--- src/rtl/blkprot_pkg.sv ---
// Package: shared types for the cached block protection checker.
// Assumes nothing beyond IEEE 1800-2017 enums.
package blkprot_pkg;

    // Controller phases of one access.
    typedef enum logic [1:0] {
        ST_IDLE = 2'd0,  // waiting for strobe and translation success
        ST_FILL = 2'd1,  // cache being reloaded, one wait state
        ST_DONE = 2'd2   // result presented and held
    } chk_state_t;

endpackage

--- src/rtl/blkprot_ctrl.sv ---
// Module: blkprot_ctrl
// Sequences one access: start, optional cache fill, then the held result.
// The outputs are registered.
// Assumes: the block number, wr and init-protect are stable while the strobe
// is high.
module blkprot_ctrl
    import blkprot_pkg::*;
#(
    parameter int SEL_W = 4,
    localparam int WORD_W = 1 << SEL_W
) (
    input  logic              clk,
    input  logic              rst_n,
    input  logic              strobe,
    input  logic              go,
    input  logic              en,
    input  logic              wr,
    input  logic              init_wp,
    input  logic              hit,
    input  logic [SEL_W-1:0]  sel,
    input  logic [WORD_W-1:0] cword,
    output logic              fill,
    output logic              pen,
    output logic              valid_n
);
    chk_state_t state;
    logic       start;
    logic       blocked;

    // Start condition and protection decision.
    always_comb begin
        start   = (state == ST_IDLE) && strobe && go;
        fill    = start && en && !hit;
        blocked = cword[sel] || (init_wp && wr);
    end

    // Access sequencing and registered outputs.
    always_ff @(posedge clk) begin
        if (!rst_n || !strobe) begin
            state   <= ST_IDLE;
            pen     <= 1'b0;
            valid_n <= 1'b1;
        end else begin
            case (state)
                ST_IDLE: begin
                    if (start) begin
                        if (!en) begin
                            state <= ST_DONE;
                            pen   <= 1'b1;
                        end else if (hit) begin
                            state   <= ST_DONE;
                            pen     <= !blocked;
                            valid_n <= 1'b0;
                        end else begin
                            state <= ST_FILL;
                        end
                    end
                end
                ST_FILL: begin
                    state   <= ST_DONE;
                    pen     <= !blocked;
                    valid_n <= 1'b0;
                end
                default: begin
                    state <= ST_DONE;
                end
            endcase
        end
    end

endmodule

--- config.mk ---
export PLATFORM = sky130hd
export DESIGN_NAME = blkprot_ctrl
export DESIGN_NICKNAME = d
export VERILOG_FILES = /design/src/rtl/blkprot_pkg.sv /design/src/rtl/blkprot_ctrl.sv
export SDC_FILE = /design/constraint.sdc
export NUM_CORES = 1
export LEC_CHECK = 0
export CAP_MARGIN = 20
export CORE_AREA = 4 4 41 43
export DETAILED_ROUTE_END_ITERATION = 10
export DIE_AREA = 0 0 45 47
export PLACE_DENSITY_LB_ADDON = 0.12
export SETUP_SLACK_MARGIN = 0.2
export SLEW_MARGIN = 20
export SYNTH_ARGS = -nofsm -noshare
export SYNTH_HDL_FRONTEND = slang
export SYNTH_SLANG_ARGS = --single-unit
--- constraint.sdc ---
create_clock -name clk -period 2 [get_ports clk]
set_input_delay 0.4 -clock clk [delete_from_list [all_inputs] [get_ports clk]]
set_output_delay 0.4 -clock clk [all_outputs]
set_load 0.05 [all_outputs]
* Word level (Yosys, flattened, before mapping) *
Cells that the tools add are included.
W data, S select, Z words.

word-level totals
  memory bits (read-only) = 0
  bits in writable memories = 0
  output and inout port bits = 3
  word-level logic and storage cells = 41
  memories = 0
  input port bits = 28
  latch bits = 0
  flip-flop bits (word level) = 4

operators by class
  mux-type cells = 14
  $mul = 0
  equality and inequality tests = 5
  shifts and indexed selects = 0
  add/sub/neg operators = 0
  magnitude comparators = 1
  reductions and logical operators = 16
  divide/modulo/power cells = 0
  bitwise operators = 1

operator list
  operator              number
  $mux W2               4
  $mux W1               7
  $ne A2 B2 Y1 const B  3
  $logic_and A1 B1 Y1   5
  $lt A4 B5 Y1 const B  1
  $bmux W1 S4           1
  $logic_not A1 Y1      4
  $pmux W1 S2           2
  $reduce_and A4 Y1     1
  $ne A3 B3 Y1 const B  1
  $reduce_and A3 Y1     1
  $eq A2 B1 Y1 const B  1
  $logic_not A2 Y1      1
  $logic_or A1 B1 Y1    2
  $reduce_bool A2 Y1    1
  $reduce_or A2 Y1      1
  $not A1 Y1            1

* Depth between registers and ports, before layout *
Gate-level depths: netlist of run 1.

  depth in word-level cells = 8
  mapped depth = 5
  gate-level depth less buffers = 4

* Worst setup path after synthesis of run 1 *
Ideal clock, no wire load.

  path type = input -> output
  start = in hit
  end = out fill
  path slack = -451 ps
  cell stages on the path = 2
  arrival = 2051 ps
  buffers on the path = 0
  cells stage by stage = nand2b_1 > nor4_1

on the way
  cells in the longest elaborated chain, start to end = 2

RTL lines
  what                 line                source
  start: declaration   blkprot_ctrl.sv:19  input logic hit,
  $logic_not A1 Y1     blkprot_ctrl.sv:33  fill = start && en && !hit;
  $logic_and A1 B1 Y1  blkprot_ctrl.sv:33
  end: declaration     blkprot_ctrl.sv:22  output logic fill,

Every way passes these cells.

* Worst setup path in the final report of run 1 *
  start = reg valid_n
  end = out valid_n

RTL lines
  what                      line                source
  start: declaration        blkprot_ctrl.sv:24  output logic valid_n
  start signal: assignment  blkprot_ctrl.sv:42  valid_n <= 1'b1;
  start signal: assignment  blkprot_ctrl.sv:53  valid_n <= 1'b0;
  start signal: assignment  blkprot_ctrl.sv:62  valid_n <= 1'b0;

No word-level cell between the ends.

==> results.env, run 1 <==
FINAL_MAX_SLEW_VIOL_COUNT=0
FLOORPLAN.DIE.WIDTH_UM=45
AVGROUTEDWIREPERCELL_UM=13.3
CPPEAKSTAGEDELAY_PS=790
MIN-DELAY-PATH-CLASS='flop to flop'
SYNTH_SEQUENTIAL_AREA_RATIO_PCT=24.3
DRT-INITIAL-DRC-COUNT=1
FIRST_GLOBAL_VIAS=428
CELL_AREA_AFTER_SYNTHESIS_UM2=329
LEAKAGE_uW=0.000295
MAX_SLEW.WORST_PIN.SLEW_PS=494
RUN_STATUS='finished clean'
GP_ROUTABILITY_CONGESTION=0.740
CRITICAL_PATH_ARRIVAL_PS=1340
WORSTPATHCELLLIST='clkdlybuf4s50_1'
IO_PINS=31
PLACEABLECOREAREA_UM2=1300
CRITPATHREQUIREDTIME_PS=1600
HTREE_NUM_LEVELS=1
TOTALWIRELENGTH_UM=1150
YOSYSWARNINGCOUNT=0
TIMING.CRITICAL_PATH.BUF_INV=1
VIA_PER_INST=4.90
PORT_BUFFERS=30
LAYOUT.NETS=101
POWER_DENSITY_nW_PER_UM2=415
GRT_PASS1_WL_UM=1680
R2R_END='pen'
SYNTH.DISTINCT_CELLS=23
SYNTH_SEQ_CELLS=4
CLOCK_LATENCY_PS=230
WORST_CLOCK_SKEW_PS=8.03
AREA_DELTA_SYNTH_FINAL_PCT=118
FF2FF_PATH_DEPTH=4
CRIT_PATH_TOP_DELAY_CELL='sky130_fd_sc_hd__clkdlybuf4s50_1'
GRT_ANTENNA_BEFORE_REPAIR=0
DRCVIOLATIONCOUNT=0
SETUP.WORST_PATH.END='valid_n'
TRITONCTS.NUM_BUFFERS=3
P_TOTAL_uW=298
PATH_CLASS='flop to output port'
DETAILEDPLACEMENTHPWL_UM=927
WHS_PS=495
NUMCLOCKSINKS=4
CP-STARTPOINT='valid_n'
ANTENNA_VIOLATING_NETS_POST_ROUTE=0
SETUP_VIOL_COUNT_FINAL=0
DEPTH_OF_THE_CRITICAL_TIMING_PATH_WITH_BUFFERS_AND_INVERTERS_INCLUDED=1
GRT_UTIL_ALL_LAYERS_PCT=10.9
CTS.REPORTEDPATHS.CLKPINSLEW_PS=40
POST-ROUTE-MIN-PERIOD_PS=1740
POSTSYNTHNETCOUNT=63
POSTLAYOUTCELLAREA_UM2=717
SETUP_REPAIR_AFTER_GLOBAL_ROUTING_MISSED_ITS_MARGIN='true'
FF2FF_SETUP_SLACK_PS=660
DRIVE_ABOVE_1_SHARE_PCT=26.8
SLEW_HEADROOM_PCT=66.9
NUM-FILL-CELLS=132
START_KIND='flop'
MIN_PERIOD_OVER_PERIOD_PCT=87.1
CTSHOLDBUFFERS=0
POSTSYNTHAREAPERCELL_UM2=9.40
DR_TOTAL_VIAS=421
CLOCK-ROOT-BUFFER='sky130_fd_sc_hd__clkbuf_4'
R2R_START='state[0]'
DIE_AREA_UM2=2120
SYNTHTOPCELLSBYAREA='sky130_fd_sc_hd__dfxtp_1 (24%), sky130_fd_sc_hd__mux4_2 (14%), sky130_fd_sc_hd__mux2_2 (6.8%)'
PLACE_AREA_UM2=684
NUM_ANTENNA_CELLS=0
NUMBER_OF_ENDPOINTS_WITH_NEGATIVE_HOLD_SLACK_IN_THE_FINAL_REPORT=0
WORSTPATHMAXFANOUT=2
GRT_OVERFLOW_TOTAL=0
INITIAL_CORE_UTILIZATION_PCT=25.3
CTS_MAX_PATH_BUFFERS=2
DIE_Y_EXTENT_UM=47
CRITPATHTOPFAMILY='buffers and inverters'
DRT_FIRST_PASS_ITERS=2
POSTSYNTHCELLCOUNT=35
SYNTH_TOP_AREA_SHARE_PCT=24.3
WORST_IR_DROP_VDD_uV=384
TRITONCTS='yes'
CP_ENDPOINT_KIND='output port'
FP-ROW-COUNT=13
MAXCLOCKFREQUENCY_GHz=0.574
MAXCAP_VIOL_COUNT=0
POST-SYNTH-TOP-AREA-CELL='sky130_fd_sc_hd__dfxtp_1'
GRT_MAX_DEGREE=7
[cell usage in the layout, fill, tap and decap left out, drive strengths merged, types with 3 or more instances in the layout]
master / synthesis / layout
clkdlybuf4s50: 0 / 23
buf: 1 / 5
dlygate4sd2: 0 / 4
dfxtp: 4 / 4
clkbuf: 0 / 4
nor2: 3 / 3
nand2: 3 / 3
[area by class of cell]
class / instances / area, um^2 / area share (%)
Clock buffer: 3 / 22.5 / 3.14
Inverter: 2 / 7.51 / 1.05
Multi-Input combinational cell: 28 / 255 / 35.6
Sequential cell: 4 / 80.1 / 11.2
Tap cell: 15 / 18.8 / 2.62
Timing Repair Buffer: 34 / 333 / 46.4
[power by group]
group / leakage [uW] / internal (uW) / switching [uW]
Sequential: 0.0000326 / 82.6 / 2.76
Combinational: 0.000249 / 74.4 / 38.0
Clock: 0.0000138 / 67.1 / 32.7
[metrics by stage]
stage                     worst slack, ps  util, %  setup TNS [ps]  cells
final                                 257     55.1               0     86
after global routing                  180     55.1               0     86
after CTS                             189     55.1               0     86
after detailed placement             -340     52.6            -340     82
after global placement               -253     52.6            -253     82
after floorplan                       340        -               0     35
[logic make-up (layout without fill, tap and decap cells)]
| group | Yosys count | count (layout) | share of synthesized area (%) |
|---|---|---|---|
| compound gates | 11 | 11 | 27.4 |
| buf+inv | 3 | 39 | 5.70 |
| flops | 4 | 4 | 24.3 |
| mux | 6 | 6 | 26.6 |
| simple gates | 11 | 11 | 16.0 |
[worst min-delay path, stage by stage, from the launching register on]
cell and delay (ps):
sky130_fd_sc_hd__dfxtp_1 300, sky130_fd_sc_hd__o21ai_0 70, sky130_fd_sc_hd__nand3_1 80
[per-layer routing]
layer  track usage [%]  wire (um)  vias up
met5                 0          0        -
met4              5.26          0        0
met3              1.92        128        0
met2              18.1        556       22
met1              13.8        462      187
li1                  -          -      212
[sequential cells by signal, indices dropped and copies added (netlist names)]
register  count
valid_n       1
state         2
pen           1
[how the worst min path moves through the flow]
stage / startpoint / cells past startpoint / endpoint
floorplan: strobe / 1 / valid_n
global placement: valid_n / 2 / valid_n
detailed placement: valid_n / 2 / valid_n
CTS: valid_n / 2 / valid_n
global route: valid_n / 2 / valid_n
finish: valid_n / 2 / valid_n
[repair_timing]
action / CTS / global route
endpoints found under the setup margin: 2 / 2
buffers inserted: 1 / 0
gates cloned: 0 / 0
pin swaps: 1 / 2
gates resized for setup: 7 / 3
[cell usage after synthesis, drive strengths merged]
master / number
a31o: 1
a31oi: 1
a41oi: 1
mux2: 2
nor2: 3
o21ba: 1
nand2b: 1
mux4: 2
inv: 2
nand3: 1
and2: 1
a2111oi: 1
o31ai: 1
nand2: 3
nor4: 1
a211oi: 1
o21ai: 1
buf: 1
mux2i: 2
o2bb2ai: 1
o22ai: 2
dfxtp: 4
and3: 1
(Power assumes the default switching activity.)
==> inputs of run 2 (changes only) <==
--- a/config.mk
+++ b/config.mk
@@ -6,9 +6,9 @@
 export NUM_CORES = 1
 export LEC_CHECK = 0
 export CAP_MARGIN = 20
-export CORE_AREA = 4 4 41 43
+export CORE_AREA = 10 10 47 49
 export DETAILED_ROUTE_END_ITERATION = 10
-export DIE_AREA = 0 0 45 47
+export DIE_AREA = 0 0 57 59
 export PLACE_DENSITY_LB_ADDON = 0.12
 export SETUP_SLACK_MARGIN = 0.2
 export SLEW_MARGIN = 20
==> results.env, run 2 (synthesis results as in run 1) <==
GRT_MAX_DEGREE=7  # unchanged
LAYOUT.CELLS.NON_FILLER=87  # was 86
P_TOTAL_uW=299  # was 298 uW
WORST_IR_DROP_VDD_uV=386  # was 384 uV
MAXCLOCKFREQUENCY_GHz=0.572  # was 0.574 GHz
CTS.REPORTEDPATHS.CLKPINSLEW_PS=40  # about the same
AREA_DELTA_SYNTH_FINAL_PCT=119  # was 118%
POWER_DENSITY_nW_PER_UM2=415  # about the same
AVGROUTEDWIREPERCELL_UM=15.0  # was 13.3 um
GRT_ANTENNA_BEFORE_REPAIR=0  # unchanged
CTSHOLDBUFFERS=0  # unchanged
NUM_ANTENNA_CELLS=0  # unchanged
SETUP_REPAIR_AFTER_GLOBAL_ROUTING_MISSED_ITS_MARGIN='false'  # was true
HTREE_NUM_LEVELS=1  # unchanged
CLOCK-ROOT-BUFFER='sky130_fd_sc_hd__clkbuf_4'  # unchanged
NUMCLOCKSINKS=4  # unchanged
ANTENNA_VIOLATING_NETS_POST_ROUTE=0  # unchanged
CPPEAKSTAGEDELAY_PS=800  # was 790 ps
DRIVE_ABOVE_1_SHARE_PCT=23.9  # was 26.8%
CRIT_PATH_TOP_DELAY_CELL='sky130_fd_sc_hd__clkdlybuf4s50_1'  # unchanged
MAX_SLEW.WORST_PIN.SLEW_PS=509  # was 494 ps
MAXCAP_VIOL_COUNT=0  # unchanged
MIN_PERIOD_OVER_PERIOD_PCT=87.4  # was 87.1%
DR_TOTAL_VIAS=424  # was 421
LARGEST_REGISTER_FFS=2  # unchanged
IO_PINS=31  # unchanged
RUN_STATUS='finished clean'  # unchanged
PLACE_AREA_UM2=686  # was 684 um^2
VIA_PER_INST=4.87  # was 4.90
WORSTPATHMAXFANOUT=2  # unchanged
CLOCK_LATENCY_PS=240  # was 230 ps
TIMING.CRITICAL_PATH.BUF_INV=1  # unchanged
INITIAL_CORE_UTILIZATION_PCT=23.5  # was 25.3%
CP_ENDPOINT_KIND='output port'  # unchanged
DRT-INITIAL-DRC-COUNT=0  # was 1
R2R_START='state[0]'  # unchanged
WORST_CLOCK_SKEW_PS=2.12  # was 8.03 ps
UTILIZATION_PCT=51.4  # was 55.1%
WORSTPATHCELLLIST='clkdlybuf4s50_1'  # unchanged
GRT_UTIL_ALL_LAYERS_PCT=8.57  # was 10.9%
FF2FF_SETUP_SLACK_PS=720  # was 660 ps
SEQUENTIAL_CELL_AREA_UM2=80.1  # unchanged
GRT_OVERFLOW_TOTAL=0  # unchanged
TRITONCTS='yes'  # unchanged
DIE_AREA_UM2=3360  # was 2120 um^2
FIRST_GLOBAL_VIAS=464  # was 428
PLACED_INSTS=83  # was 82
DRT_FIRST_PASS_ITERS=1  # was 2
PATH_CLASS='flop to output port'  # unchanged
DRCVIOLATIONCOUNT=0  # unchanged
FLOORPLAN.DIE.WIDTH_UM=57  # was 45 um
CTS_MAX_PATH_BUFFERS=2  # unchanged
WHS_ENDPOINT='valid_n'  # unchanged
PLACEABLECOREAREA_UM2=1400  # was 1300 um^2
FINAL_COMMON_CELL='sky130_fd_sc_hd__clkdlybuf4s50_1'  # unchanged
DETAILEDPLACEMENTHPWL_UM=1140  # was 927 um
FP-ROW-COUNT=14  # was 13
DP_SLACK_PS=-266  # was -340 ps
FINAL_MAX_SLEW_VIOL_COUNT=0  # unchanged
MOSTFREQUENTLAYOUTCELLS='sky130_fd_sc_hd__clkdlybuf4s50_1 (23), sky130_fd_sc_hd__dlygate4sd2_1 (4), sky130_fd_sc_hd__dfxtp_1 (4), sky130_fd_sc_hd__buf_4 (4)'  # unchanged
MIN_FROM='valid_n'  # unchanged
SLEW_HEADROOM_PCT=66.0  # was 66.9%
LARGEST_REGISTER='state'  # unchanged
POST-ROUTE-MIN-PERIOD_PS=1750  # was 1740 ps
MIN-DELAY-PATH-CLASS='flop to flop'  # unchanged
HOLDPATHSTAGES=2  # unchanged
LEAKAGE_uW=0.000304  # was 0.000295 uW
NUM-FILL-CELLS=150  # was 132
LAYOUT.NETS=101  # unchanged
SETUP_VIOL_COUNT_FINAL=0  # unchanged
R2R_END='pen'  # unchanged
POSTLAYOUTCELLAREA_UM2=721  # was 717 um^2
PORT_BUFFERS=30  # unchanged
START_KIND='flop'  # unchanged
FINAL.SETUP.WORST_SLACK_PS=251  # was 257 ps
NUMBER_OF_ENDPOINTS_WITH_NEGATIVE_HOLD_SLACK_IN_THE_FINAL_REPORT=0  # unchanged
CRITICAL_PATH_ARRIVAL_PS=1350  # was 1340 ps
GRT_PASS1_WL_UM=2240  # was 1680 um
CRITPATHREQUIREDTIME_PS=1600  # about the same
TOTALWIRELENGTH_UM=1300  # was 1150 um
MULTI_INPUT_GATE_AREA_IN_THE_FINAL_LAYOUT_UM2=253  # was 255 um^2
DIE_Y_EXTENT_UM=59  # was 47 um
FF2FF_PATH_DEPTH=4  # unchanged
CRITPATHTOPFAMILY='buffers and inverters'  # unchanged
GP_ROUTABILITY_CONGESTION=0.683  # was 0.740
TRITONCTS.NUM_BUFFERS=3  # unchanged
REG_TOP3='state: 2 flops, pen: 1 flops, valid_n: 1 flops'  # unchanged
[run 2: cell count changes in the layout (fill, tap and decap cells not counted), sizes merged]
cell	before	now
clkdlybuf4s15	0	1
clkbuf	4	3
[run 2: stage by stage]
stage / hold slack (ps) / TNS [ps]
6_report: 492 / 0
5_1_grt: 546 / 0
4_1_cts: 493 / 0
3_5_place_dp: 484 / -266
3_3_place_gp: 485 / -229
2_1_floorplan: 472 / 0
[run 2: routing by layer]
layer / wire, um / track usage [%]
met1: 552 / 9.55
met2: 597 / 13.3
met3: 118 / 3.00
met4: 36 / 6.04
met5: 0 / 0
[run 2: final cells by class]
class | instances | area share (%)
Multi-Input combinational cell | 28 | 35.1
Clock buffer | 3 | 3.13
Inverter | 2 | 1.04
Tap cell | 16 | 2.78
Timing Repair Buffer | 34 | 46.9
Sequential cell | 4 | 11.1
[run 2: power by group]
group          switching [uW]  internal, uW  leakage [uW]
clock network            34.1          67.2     0.0000138
logic                    37.4          75.0      0.000258
registers                2.65          82.7     0.0000326
total                    74.2           225      0.000304
[run 2: worst max-delay path by stage]
stage / startpoint / end / cells past startpoint
6_report: valid_n / valid_n / 1
5_1_grt: cword[6] / pen / 5
4_1_cts: pen / pen / 1
3_5_place_dp: sel[1] / pen / 5
3_3_place_gp: sel[1] / pen / 5
2_1_floorplan: sel[1] / pen / 5
[run 2: timing repair]
action | 4_1_cts | 5_1_grt
setup buffers | 1 | 0
hold endpoints to repair | 0 | 0
cloned | 0 | 0
pin swaps | 1 | 1
resized for setup | 6 | 2
endpoints found under the setup margin | 2 | 2
==> inputs of run 3 (changes only) <==
--- a/config.mk
+++ b/config.mk
@@ -6,9 +6,9 @@
 export NUM_CORES = 1
 export LEC_CHECK = 0
 export CAP_MARGIN = 20
-export CORE_AREA = 10 10 47 49
+export CORE_AREA = 2 2 39 41
 export DETAILED_ROUTE_END_ITERATION = 10
-export DIE_AREA = 0 0 57 59
+export DIE_AREA = 0 0 41 43
 export PLACE_DENSITY_LB_ADDON = 0.12
 export SETUP_SLACK_MARGIN = 0.2
 export SLEW_MARGIN = 20
==> results.env, run 3 (synthesis results as in run 1) <==
RUN_STATUS='finished clean'  # unchanged
GRT_ANTENNA_BEFORE_REPAIR=0  # unchanged
WORSTPATHCELLLIST='clkdlybuf4s50_1'  # unchanged
GRT_PASS1_WL_UM=1680  # was 2240 um
MOSTFREQUENTLAYOUTCELLS='sky130_fd_sc_hd__clkdlybuf4s50_1 (24), sky130_fd_sc_hd__dfxtp_1 (4), sky130_fd_sc_hd__buf_4 (4)'  # was sky130_fd_sc_hd__clkdlybuf4s50_1 (23), sky130_fd_sc_hd__dlygate4sd2_1 (4), sky130_fd_sc_hd__dfxtp_1 (4), sky130_fd_sc_hd__buf_4 (4)
IO_PINS=31  # unchanged
FLOORPLAN.DIE.WIDTH_UM=41  # was 57 um
GRT_MAX_DEGREE=7  # unchanged
DR_TOTAL_VIAS=399  # was 424
WORST_CLOCK_SKEW_PS=0.427  # was 2.12 ps
FIN_TNS_SETUP_PS=0  # unchanged
ANTENNA_VIOLATING_NETS_POST_ROUTE=0  # unchanged
GRT_OVERFLOW_TOTAL=0  # unchanged
CP-STARTPOINT='pen'  # was valid_n
P_TOTAL_uW=300  # was 299 uW
CTS.REPORTEDPATHS.CLKPINSLEW_PS=40  # about the same
LEAKAGE_uW=0.000296  # was 0.000304 uW
TOTALWIRELENGTH_UM=1030  # was 1300 um
HOLDPATHSTAGES=2  # unchanged
CRITPATHTOPFAMILY='buffers and inverters'  # unchanged
WORST_IR_DROP_VDD_uV=283  # was 386 uV
DP_SLACK_PS=-238  # was -266 ps
REG_TOP3='state: 2 flops, pen: 1 flops, valid_n: 1 flops'  # unchanged
R2R_END='pen'  # unchanged
MIN_FROM='valid_n'  # unchanged
FIRST_GLOBAL_VIAS=413  # was 464
DRIVE_ABOVE_1_SHARE_PCT=26.8  # was 23.9%
NUM-FILL-CELLS=132  # was 150
GLOBALROUTEMET3UTIL_PCT=2.09  # was 3.00%
WORSTPATHMAXFANOUT=2  # unchanged
TRITONCTS='yes'  # unchanged
CPPEAKSTAGEDELAY_PS=800  # about the same
SETUP_REPAIR_AFTER_GLOBAL_ROUTING_MISSED_ITS_MARGIN='true'  # was false
FINAL.SETUP.WORST_SLACK_PS=250  # was 251 ps
SLEW_HEADROOM_PCT=66.8  # was 66.0%
CRIT_PATH_TOP_DELAY_CELL='sky130_fd_sc_hd__clkdlybuf4s50_1'  # unchanged
FP-ROW-COUNT=14  # unchanged
INITIAL_CORE_UTILIZATION_PCT=23.8  # was 23.5%
MIN_PERIOD_OVER_PERIOD_PCT=87.5  # was 87.4%
WHS_ENDPOINT='valid_n'  # unchanged
PORT_BUFFERS=30  # unchanged
HTREE_NUM_LEVELS=1  # unchanged
FINAL_MAX_SLEW_VIOL_COUNT=0  # unchanged
SEQUENTIAL_CELL_AREA_UM2=80.1  # unchanged
GRT_UTIL_ALL_LAYERS_PCT=14.2  # was 8.57%
CLOCK_LATENCY_PS=230  # was 240 ps
POST-ROUTE-MIN-PERIOD_PS=1750  # about the same
DIE_Y_EXTENT_UM=43  # was 59 um
CLOCK-ROOT-BUFFER='sky130_fd_sc_hd__clkbuf_4'  # unchanged
GLOBAL_ROUTE.PEAK_USAGE_LAYER='met1'  # was met2
TIMING.CRITICAL_PATH.BUF_INV=1  # unchanged
CP_ENDPOINT_KIND='output port'  # unchanged
POWER_DENSITY_nW_PER_UM2=411  # was 415 nW/um^2
TRITONCTS.NUM_BUFFERS=3  # unchanged
SETUP_VIOL_COUNT_FINAL=0  # unchanged
FF2FF_SETUP_SLACK_PS=710  # was 720 ps
CTSHOLDBUFFERS=0  # unchanged
GP_ROUTABILITY_CONGESTION=0.676  # was 0.683
PLACEABLECOREAREA_UM2=1380  # was 1400 um^2
PATH_CLASS='flop to output port'  # unchanged
LARGEST_REGISTER='state'  # unchanged
MULTI_INPUT_GATE_AREA_IN_THE_FINAL_LAYOUT_UM2=262  # was 253 um^2
LARGEST_REGISTER_FFS=2  # unchanged
MIN-DELAY-PATH-CLASS='flop to flop'  # unchanged
FINAL_COMMON_CELL='sky130_fd_sc_hd__clkdlybuf4s50_1'  # unchanged
VIA_PER_INST=4.59  # was 4.87
CTS_MAX_PATH_BUFFERS=2  # unchanged
DETAILEDPLACEMENTHPWL_UM=890  # was 1140 um
DRT-INITIAL-DRC-COUNT=0  # unchanged
R2R_START='state[0]'  # unchanged
LAYOUT.NETS=101  # unchanged
MAXCAP_VIOL_COUNT=0  # unchanged
START_KIND='flop'  # unchanged
NUM_ANTENNA_CELLS=0  # unchanged
AVGROUTEDWIREPERCELL_UM=11.9  # was 15.0 um
MAX_SLEW.WORST_PIN.SLEW_PS=497  # was 509 ps
GRTUSAGEMET1_PCT=20.1  # was 9.55%
DRT_FIRST_PASS_ITERS=1  # unchanged
NUMBER_OF_ENDPOINTS_WITH_NEGATIVE_HOLD_SLACK_IN_THE_FINAL_REPORT=0  # unchanged
FF2FF_PATH_DEPTH=4  # unchanged
GRT_UTIL_MET2_PCT=18.8  # was 13.3%
DIE_AREA_UM2=1760  # was 3360 um^2
NUMCLOCKSINKS=4  # unchanged
DRCVIOLATIONCOUNT=0  # unchanged
CRITICAL_PATH_ARRIVAL_PS=1350  # about the same
MAXCLOCKFREQUENCY_GHz=0.571  # was 0.572 GHz
CRITPATHREQUIREDTIME_PS=1600  # about the same
AREA_DELTA_SYNTH_FINAL_PCT=122  # was 119%
## run 3: final cells by class
cell class | instances | area share, %
Tap cell | 16 | 2.74
Clock buffer | 3 | 3.08
Inverter | 2 | 1.03
Timing Repair Buffer | 34 | 46.4
Sequential cell | 4 | 11.0
Multi-Input combinational cell | 28 | 35.8
## run 3: timing repair
item,CTS,global route
pin swaps,1,1
endpoints found under the setup margin,2,2
resized for setup,5,4
setup buffers,1,0
## run 3: worst max-delay path by stage
stage,endpoint,depth (start not counted)
final,pen,1
after global routing,pen,6
after CTS,fill,4
after detailed placement,pen,6
after global placement,pen,6
after floorplan,pen,5
## run 3: metrics by stage
step	cell area [um^2]	hold WS, ps	std cells	util [%]
2_1_floorplan	344	472	35	-
3_3_place_gp	686	489	83	49.5
5_1_grt	731	550	87	52.8
3_5_place_dp	686	492	83	49.5
4_1_cts	718	496	87	51.9
6_report	731	495	87	52.8
## run 3: metal layers
| layer | vias to the layer above | part of all wire (%) |
|---|---|---|
| li1 | 213 | - |
| met1 | 179 | 47 |
| met2 | 7 | 49 |
| met3 | 0 | 4.0 |
| met4 | 0 | 0 |
| met5 | - | 0 |
## run 3: where the power goes
group	leakage [uW]	internal (uW)	total (uW)	switching [uW]
combinational	0.000250	76.7	115	38.7
sequential	0.0000326	82.7	85.2	2.51
clock	0.0000138	67.1	99.7	32.6
